## config.mk

```make
export PLATFORM = sky130hd
export DESIGN_NAME = dram_pwrup_seq
export DESIGN_NICKNAME = d
export VERILOG_FILES = /design/src/rtl/dpu_pkg.sv /design/src/rtl/dpu_ctrl.sv /design/src/rtl/dpu_path.sv /design/src/rtl/dram_pwrup_seq.sv
export SDC_FILE = /design/constraint.sdc
export NUM_CORES = 1
export LEC_CHECK = 0
export ABC_AREA = 1
export ABC_CLOCK_PERIOD_IN_PS = 3050
export BUFFER_PORTS_ARGS = -buffer_cell sky130_fd_sc_hd__buf_4
export CORE_ASPECT_RATIO = 1.2
export CORE_MARGIN = 1
export CORE_UTILIZATION = 35
export CTS_CLUSTER_SIZE = 25
export DETAILED_ROUTE_END_ITERATION = 7
export PLACE_DENSITY = 0.64
export SLEW_MARGIN = 20
export SYNTH_ARGS = -nofsm -noshare
export SYNTH_HDL_FRONTEND = slang
export SYNTH_HIERARCHICAL = 1
export SYNTH_SLANG_ARGS = --single-unit
```

## constraint.sdc

```tcl
create_clock -name clk -period 3.05 [get_ports clk]
set_clock_uncertainty 0.2 [all_clocks]
set_input_delay 0.7625 -clock clk [delete_from_list [all_inputs] [get_ports clk]]
set_output_delay 0.7625 -clock clk [all_outputs]
set_load 0.02 [all_outputs]
```

## src/rtl/dpu_pkg.sv

```systemverilog
package dpu_pkg;

  // Kind of command placed on the pins in the next cycle
  typedef enum logic [2:0] {
    K_NOP,
    K_PRE_ALL,
    K_EXT_WR,
    K_BASE_DLLRST,
    K_REFRESH,
    K_BASE_RUN
  } cmdKind_t;

  // Which gap is loaded into the wait timer
  typedef enum logic [1:0] {
    G_RP,
    G_MRD,
    G_RFC
  } gapSel_t;

  typedef enum logic [3:0] {
    S_STABLE,
    S_PRE,
    S_W_PRE,
    S_EXT,
    S_W_EXT,
    S_DLL,
    S_W_DLL,
    S_REF,
    S_W_REF,
    S_RUN,
    S_W_RUN,
    S_DONE
  } seqState_t;

  // Strobes from control to datapath
  typedef struct packed {
    cmdKind_t kind;
    gapSel_t  gap;
    logic     cntLoad;
    logic     refLoad;
    logic     refDec;
    logic     ckeOn;
    logic     doneOn;
  } dpuStrobe_t;

  // Pin codes {csN, rasN, casN, weN}
  localparam logic [3:0] PIN_NOP = 4'b0111;
  localparam logic [3:0] PIN_PRE = 4'b0010;
  localparam logic [3:0] PIN_REF = 4'b0001;
  localparam logic [3:0] PIN_MRW = 4'b0000;

endpackage

```

## src/rtl/dpu_ctrl.sv

```systemverilog
module dpu_ctrl
  import dpu_pkg::*;
(
  input  logic       clk,
  input  logic       rstN,
  input  logic       cntZero,
  input  logic       refLast,
  output dpuStrobe_t stb
);

  seqState_t state, nxt;

  always_ff @(posedge clk or negedge rstN) begin
    if (!rstN) state <= S_STABLE;
    else       state <= nxt;
  end

  always_comb begin
    nxt         = state;
    stb         = '0;
    stb.kind    = K_NOP;
    stb.gap     = G_MRD;
    unique case (state)
      S_STABLE: if (cntZero) nxt = S_PRE;
      S_PRE: begin
        stb.kind    = K_PRE_ALL;
        stb.gap     = G_RP;
        stb.cntLoad = 1'b1;
        nxt         = S_W_PRE;
      end
      S_W_PRE: if (cntZero) nxt = S_EXT;
      S_EXT: begin
        stb.kind    = K_EXT_WR;
        stb.gap     = G_MRD;
        stb.cntLoad = 1'b1;
        nxt         = S_W_EXT;
      end
      S_W_EXT: if (cntZero) nxt = S_DLL;
      S_DLL: begin
        stb.kind    = K_BASE_DLLRST;
        stb.gap     = G_MRD;
        stb.cntLoad = 1'b1;
        stb.refLoad = 1'b1;
        nxt         = S_W_DLL;
      end
      S_W_DLL: if (cntZero) nxt = S_REF;
      S_REF: begin
        stb.kind    = K_REFRESH;
        stb.gap     = G_RFC;
        stb.cntLoad = 1'b1;
        stb.refDec  = 1'b1;
        nxt         = S_W_REF;
      end
      S_W_REF: if (cntZero) nxt = refLast ? S_RUN : S_REF;
      S_RUN: begin
        stb.kind    = K_BASE_RUN;
        stb.gap     = G_MRD;
        stb.cntLoad = 1'b1;
        nxt         = S_W_RUN;
      end
      S_W_RUN: if (cntZero) nxt = S_DONE;
      S_DONE:  stb.doneOn = 1'b1;
      default: nxt = S_STABLE;
    endcase
    // clock enable goes high one edge ahead of the first command
    stb.ckeOn = (nxt != S_STABLE);
  end

endmodule

```

## src/rtl/dpu_path.sv

```systemverilog
module dpu_path
  import dpu_pkg::*;
#(
  parameter int          STABLE_CYC = 40,
  parameter int          TRP        = 3,
  parameter int          TMRD       = 2,
  parameter int          TRFC       = 8,
  parameter int          REF_NUM    = 2,
  parameter int          ADDR_W     = 13,
  parameter int          BA_W       = 2,
  parameter logic [2:0]  BL_CODE    = 3'b010,
  parameter logic        BT         = 1'b0,
  parameter logic [2:0]  CL_CODE    = 3'b011,
  parameter logic        HALF_DRV   = 1'b0
) (
  input  logic              clk,
  input  logic              rstN,
  input  dpuStrobe_t        stb,
  output logic              cntZero,
  output logic              refLast,
  output logic              ckeQ,
  output logic [3:0]        pinQ,
  output logic [BA_W-1:0]   baQ,
  output logic [ADDR_W-1:0] addrQ,
  output logic              doneQ
);

  localparam int M1    = (STABLE_CYC > TRP) ? STABLE_CYC : TRP;
  localparam int M2    = (TMRD > TRFC) ? TMRD : TRFC;
  localparam int MAXV  = (M1 > M2) ? M1 : M2;
  localparam int CNT_W = $clog2(MAXV + 1);
  localparam int REF_W = $clog2(REF_NUM + 1);

  localparam int BIT_ALLBANK = 10;
  localparam int BIT_DLLRST  = 8;

  localparam logic [ADDR_W-1:0] MODE_WORD =
      (ADDR_W'(CL_CODE) << 4) | (ADDR_W'(BT) << 3) | ADDR_W'(BL_CODE);
  localparam logic [ADDR_W-1:0] EXT_WORD  = ADDR_W'(HALF_DRV) << 1;
  localparam logic [ADDR_W-1:0] ALL_WORD  = ADDR_W'(1) << BIT_ALLBANK;
  localparam logic [ADDR_W-1:0] RST_WORD  = MODE_WORD | (ADDR_W'(1) << BIT_DLLRST);

  logic [CNT_W-1:0] cnt, loadVal;
  logic [REF_W-1:0] refCnt;

  // gap timer: counts command-to-command distance minus two
  always_comb begin
    unique case (stb.gap)
      G_RP:    loadVal = CNT_W'(TRP - 2);
      G_RFC:   loadVal = CNT_W'(TRFC - 2);
      default: loadVal = CNT_W'(TMRD - 2);
    endcase
  end

  always_ff @(posedge clk or negedge rstN) begin
    if (!rstN)             cnt <= CNT_W'(STABLE_CYC - 1);
    else if (stb.cntLoad)  cnt <= loadVal;
    else if (cnt != '0)    cnt <= cnt - 1'b1;
  end

  assign cntZero = (cnt == '0);

  always_ff @(posedge clk or negedge rstN) begin
    if (!rstN)            refCnt <= '0;
    else if (stb.refLoad) refCnt <= REF_W'(REF_NUM);
    else if (stb.refDec)  refCnt <= refCnt - 1'b1;
  end

  assign refLast = (refCnt == '0);

  logic [3:0]        pinD;
  logic [BA_W-1:0]   baD;
  logic [ADDR_W-1:0] addrD;

  always_comb begin
    pinD  = PIN_NOP;
    baD   = '0;
    addrD = '0;
    unique case (stb.kind)
      K_PRE_ALL: begin
        pinD  = PIN_PRE;
        addrD = ALL_WORD;
      end
      K_EXT_WR: begin
        pinD  = PIN_MRW;
        baD   = BA_W'(1);
        addrD = EXT_WORD;
      end
      K_BASE_DLLRST: begin
        pinD  = PIN_MRW;
        addrD = RST_WORD;
      end
      K_REFRESH:  pinD = PIN_REF;
      K_BASE_RUN: begin
        pinD  = PIN_MRW;
        addrD = MODE_WORD;
      end
      default: pinD = PIN_NOP;
    endcase
  end

  always_ff @(posedge clk or negedge rstN) begin
    if (!rstN) begin
      ckeQ  <= 1'b0;
      pinQ  <= PIN_NOP;
      baQ   <= '0;
      addrQ <= '0;
      doneQ <= 1'b0;
    end else begin
      ckeQ  <= stb.ckeOn;
      pinQ  <= pinD;
      baQ   <= baD;
      addrQ <= addrD;
      doneQ <= stb.doneOn;
    end
  end

endmodule

```

## src/rtl/dram_pwrup_seq.sv

```systemverilog
module dram_pwrup_seq
  import dpu_pkg::*;
#(
  parameter int          STABLE_CYC = 40,
  parameter int          TRP        = 3,
  parameter int          TMRD       = 2,
  parameter int          TRFC       = 8,
  parameter int          REF_NUM    = 2,
  parameter int          ADDR_W     = 13,
  parameter int          BA_W       = 2,
  parameter logic [2:0]  BL_CODE    = 3'b010,
  parameter logic        BT         = 1'b0,
  parameter logic [2:0]  CL_CODE    = 3'b011,
  parameter logic        HALF_DRV   = 1'b0
) (
  input  logic              clk,
  input  logic              rstN,
  output logic              cke,
  output logic              csN,
  output logic              rasN,
  output logic              casN,
  output logic              weN,
  output logic [BA_W-1:0]   ba,
  output logic [ADDR_W-1:0] addr,
  output logic              done
);

  dpuStrobe_t stb;
  logic       cntZero, refLast;
  logic [3:0] pinQ;

  dpu_ctrl u_ctrl (
    .clk     (clk),
    .rstN    (rstN),
    .cntZero (cntZero),
    .refLast (refLast),
    .stb     (stb)
  );

  dpu_path #(
    .STABLE_CYC (STABLE_CYC),
    .TRP        (TRP),
    .TMRD       (TMRD),
    .TRFC       (TRFC),
    .REF_NUM    (REF_NUM),
    .ADDR_W     (ADDR_W),
    .BA_W       (BA_W),
    .BL_CODE    (BL_CODE),
    .BT         (BT),
    .CL_CODE    (CL_CODE),
    .HALF_DRV   (HALF_DRV)
  ) u_path (
    .clk     (clk),
    .rstN    (rstN),
    .stb     (stb),
    .cntZero (cntZero),
    .refLast (refLast),
    .ckeQ    (cke),
    .pinQ    (pinQ),
    .baQ     (ba),
    .addrQ   (addr),
    .doneQ   (done)
  );

  assign {csN, rasN, casN, weN} = pinQ;

endmodule

```

==> results.env <==
ASYNCSETRESETFLOPFRACSYNTH=1.000
IRDROPWORSTVDD_mV=0.1250
IO_BUFFER_COUNT=12
SLEW_VIOL_FINAL=0
TIMING.FINAL.CRIT_PERIOD_NS=1.871
MAXIMUM_NUMBER_OF_PINS_ON_ONE_NET_BEFORE_GLOBAL_ROUTE_REPAIR=22
GRT_FIRST_PASS_WIRELENGTH_UM=3463
FINAL_TNS_SETUP_NS=0
POSTSYNTHAREAPERCELL_UM2=7.574
CTSHTREEMAXLEVEL=1
POSTLAYOUTCOREUTIL=0.4107
CRIT_PATH_MAX_CELL_DELAY_NS=0.52
DIE-WIDTH_UM=57.21
FP-ROW-COUNT=23
DIE-AREA_UM2=3904
GRT_OVERFLOW=0
HOLD_VIOLATIONS=0
REGTOREGSETUPSLACK_NS=1.20
TRITONCTS='yes'
CLK-INSERTION-DELAY-LATE_NS=0.26
DRC_ERRORS=4
GLOBALPLACE.CONGESTION=0.7751
SYNTH_EDF_COUNT=0
HOLD_PATH.CLASS='in -> async'
POWER_DENSITY_nW_PER_UM2=338.1
CRIT_BUF_INV=1
FIRST_GLOBAL_VIAS=850
FLOORPLAN.DIE.HEIGHT_UM=68.25
ANTENNA_FOUND_INITIAL=0
DRIVE_GT1_FRAC=0.2802
GLOBALROUTETOTALUTIL=0.1141
AREA_AFTER_DPL_UM2=1360
CRIT_TYPE='reg -> out'
RUN_STATUS='finished with violations'
BOUNDARYPINS=23
CRITICAL_PATH_CELL_BY_CELL='buf_4'
VIOLATED_CHECKS='design-rule violations'
SYNTH_LARGEST_AREA_CELL='sky130_fd_sc_hd__dfrtp_1'
POST_CTS_BUFFERS=0
TRITONCTS_NUM_SINKS=21
CRITICAL_PATH_ARRIVAL_NS=0.91
ROOT_BUFFER='sky130_fd_sc_hd__clkbuf_8'
SETUP_VIOL=0
FINAL_CELLS=219
PLACE_HPWL_UM=1566
CLOCKBUFFERDEPTH=2
CRITPATHCAPTURETYPE='output port'
TOTAL_LEAKAGE_POWER_nW=0.8070
CRIT_PATH_TOP_DELAY_CELL='sky130_fd_sc_hd__dfstp_2'
DR.FIRST_ITER.DRC_COUNT=33
PLACEABLECOREAREA_UM2=3425
MAX_CAP_VIOL_COUNT=0
SYNTHCELLS=169
PATH_MAX_FANOUT=1
NNETSFINAL=188
POST-SYNTH-TOP-COUNT-CELL='sky130_fd_sc_hd__nand2_1'
TOTALWIRELENGTH_UM=1987
REQUIRED_NS=2.09
CLK_TRANSITION_REPORTED_PATHS_NS=0.08
SYNTH.TOP_CELLS.BY_COUNT='37 x sky130_fd_sc_hd__nand2_1, 25 x sky130_fd_sc_hd__inv_1, 20 x sky130_fd_sc_hd__nor2_1'
DETAIL_ROUTE.WL_PER_CELL_UM=9.073
VIAS_PER_CELL=4.452
CPLARGESTDELAYFAMILY='flip-flops'
SWITCHINGPOWER_W=0.0001052
SYN_TO_FINAL_GROWTH_PCT=9.873
START_UTIL=0.3738
COUNT_OF_CELL_TYPES_IN_THE_NETLIST=26
FINAL_DESIGN_AREA_NO_FILL_UM2=1406
PLACED_CELLS=215
NUM_VIAS=975
SYNTH.YOSYS.SEQ_AREA_SHARE=0.4174
RSZ0062_AT_GRT='false'
FIN_CRIT_SH=0.6134
YOSYS_REGISTER_BITS=21
POSTCTSRESIZEDCELLS=0
YOSYS.AREA.TOP_TYPE_SHARE=0.2737
P_COMB_FRAC=0.035
POWER.CLOCK.FRACTION=0.379
SWSHARE=0.2212
WORSTSETUPSTARTPOINTTYPE='register'
DETAILEDROUTE.FIRSTPASSITERATIONCOUNT=6
DRT.ANTENNA.VIOLATING_NETS=0
INTERNAL_DISSIPATION_W=0.0003703
YS_TOP_CELLS_BY_AREA='sky130_fd_sc_hd__dfrtp_1 27%, sky130_fd_sc_hd__dfstp_2 14%, sky130_fd_sc_hd__nand2_1 11%'
SYN_STD_CELL_AREA_UM2=1280
MAX_FREQ_MHz=534.5
YS.FLOP_TYPE='sky130_fd_sc_hd__dfrtp_1'
YOSYSWARNINGCOUNT=6
DIODES_INSERTED=0
TRITONCTS.NUM_BUFFERS=3
SEQ_POWER_SHARE=0.586
HOLD_BUFFERS=0
## metrics by stage
| stage | total power, W | worst slack (ns) | hold slack (ns) |
|---|---|---|---|
| floorplan | 0.0003044 | 1.311 | 0.2551 |
| global placement | 0.0003009 | 1.249 | 0.2713 |
| detailed placement | 0.0003011 | 1.211 | 0.2722 |
| CTS | 0.0004841 | 1.167 | 0.1793 |
| global route | 0.0004977 | 1.077 | 0.1849 |
| finish | 0.0004755 | 1.179 | 0.1729 |
## logic make-up (layout without fill, tap and decap cells)
family | after synthesis | count (layout) | share of synthesized area
simple gates | 88 | 88 | 0.3275
other cells | 1 | 10 | 0.002930
compound gates | 7 | 7 | 0.03617
flops | 21 | 21 | 0.4174
xor+xnor | 2 | 2 | 0.01369
buf+inv | 47 | 51 | 0.1730
fa+ha+maj | 3 | 3 | 0.02933
## final timing paths
| kind | from | endpoint | depth (start not counted) |
|---|---|---|---|
| setup reg to reg | u_path/cnt[0]$_DFFE_PN1P_ | u_path/ckeQ$_DFF_PN0_ | 12 |
| min in group clk | u_path/cnt[0]$_DFFE_PN1P_ | u_path/cnt[0]$_DFFE_PN1P_ | 2 |
| hold / removal | rstN | u_path/baQ[0]$_DFF_PN0_ | 1 |
| max in group asynchronous | rstN | u_path/cnt[5]$_DFFE_PN1P_ | 1 |
| setup / recovery | u_path/pinQ[0]$_DFF_PN1_ | weN | 1 |
| hold reg to reg | u_path/cnt[0]$_DFFE_PN1P_ | u_path/cnt[0]$_DFFE_PN1P_ | 2 |
## power by group through the flow
stage          Sequential, W  Clock [W]  Combinational [W]
3_3_place_gp        0.000284          0          0.0000171
2_1_floorplan       0.000284          0          0.0000205
3_5_place_dp        0.000284          0          0.0000173
4_1_cts             0.000279   0.000188          0.0000173
5_1_grt             0.000279   0.000200          0.0000191
6_report            0.000279   0.000180          0.0000167
## placed cells by master, fill, tap and decap left out, types with 5 or more instances in the layout
| cell type | n |
|---|---|
| sky130_fd_sc_hd__buf_4 | 12 |
| sky130_fd_sc_hd__conb_1 | 10 |
| sky130_fd_sc_hd__dfrtp_1 | 14 |
| sky130_fd_sc_hd__dfstp_2 | 7 |
| sky130_fd_sc_hd__inv_1 | 25 |
| sky130_fd_sc_hd__inv_2 | 8 |
| sky130_fd_sc_hd__nand2_1 | 37 |
| sky130_fd_sc_hd__nand2_2 | 5 |
| sky130_fd_sc_hd__nand3_1 | 7 |
| sky130_fd_sc_hd__nor2_1 | 20 |
| sky130_fd_sc_hd__nor2_2 | 9 |
## final cells by class
class	instances	area [µm²]
Sequential cell	21	534.3
Fill cell	354	2018
Clock inverter	1	5.005
Clock buffer	3	41.29
Multi-Input combinational cell	110	558.0
Inverter	35	131.4
Tap cell	37	46.29
Timing Repair Buffer	12	90.09
## registers in the layout (all words and copies together), names as in the netlist
| register | cells |
|---|---|
| u_path/ckeQ | 1 |
| u_path/pinQ | 3 |
| u_path/refCnt | 2 |
| u_path/doneQ | 1 |
| u_path/cnt | 6 |
| u_path/addrQ | 3 |
| u_path/baQ | 1 |
| u_ctrl/state | 4 |
## routing by layer
layer | up-vias | track usage | wire, µm
met5 | - | 0 | 0
met1 | 448 | 0.1392 | 917
li1 | 507 | - | -
met3 | 2 | 0.01890 | 75
met2 | 18 | 0.2015 | 977
met4 | 0 | 0.04573 | 17
(Power assumes the default switching activity.)
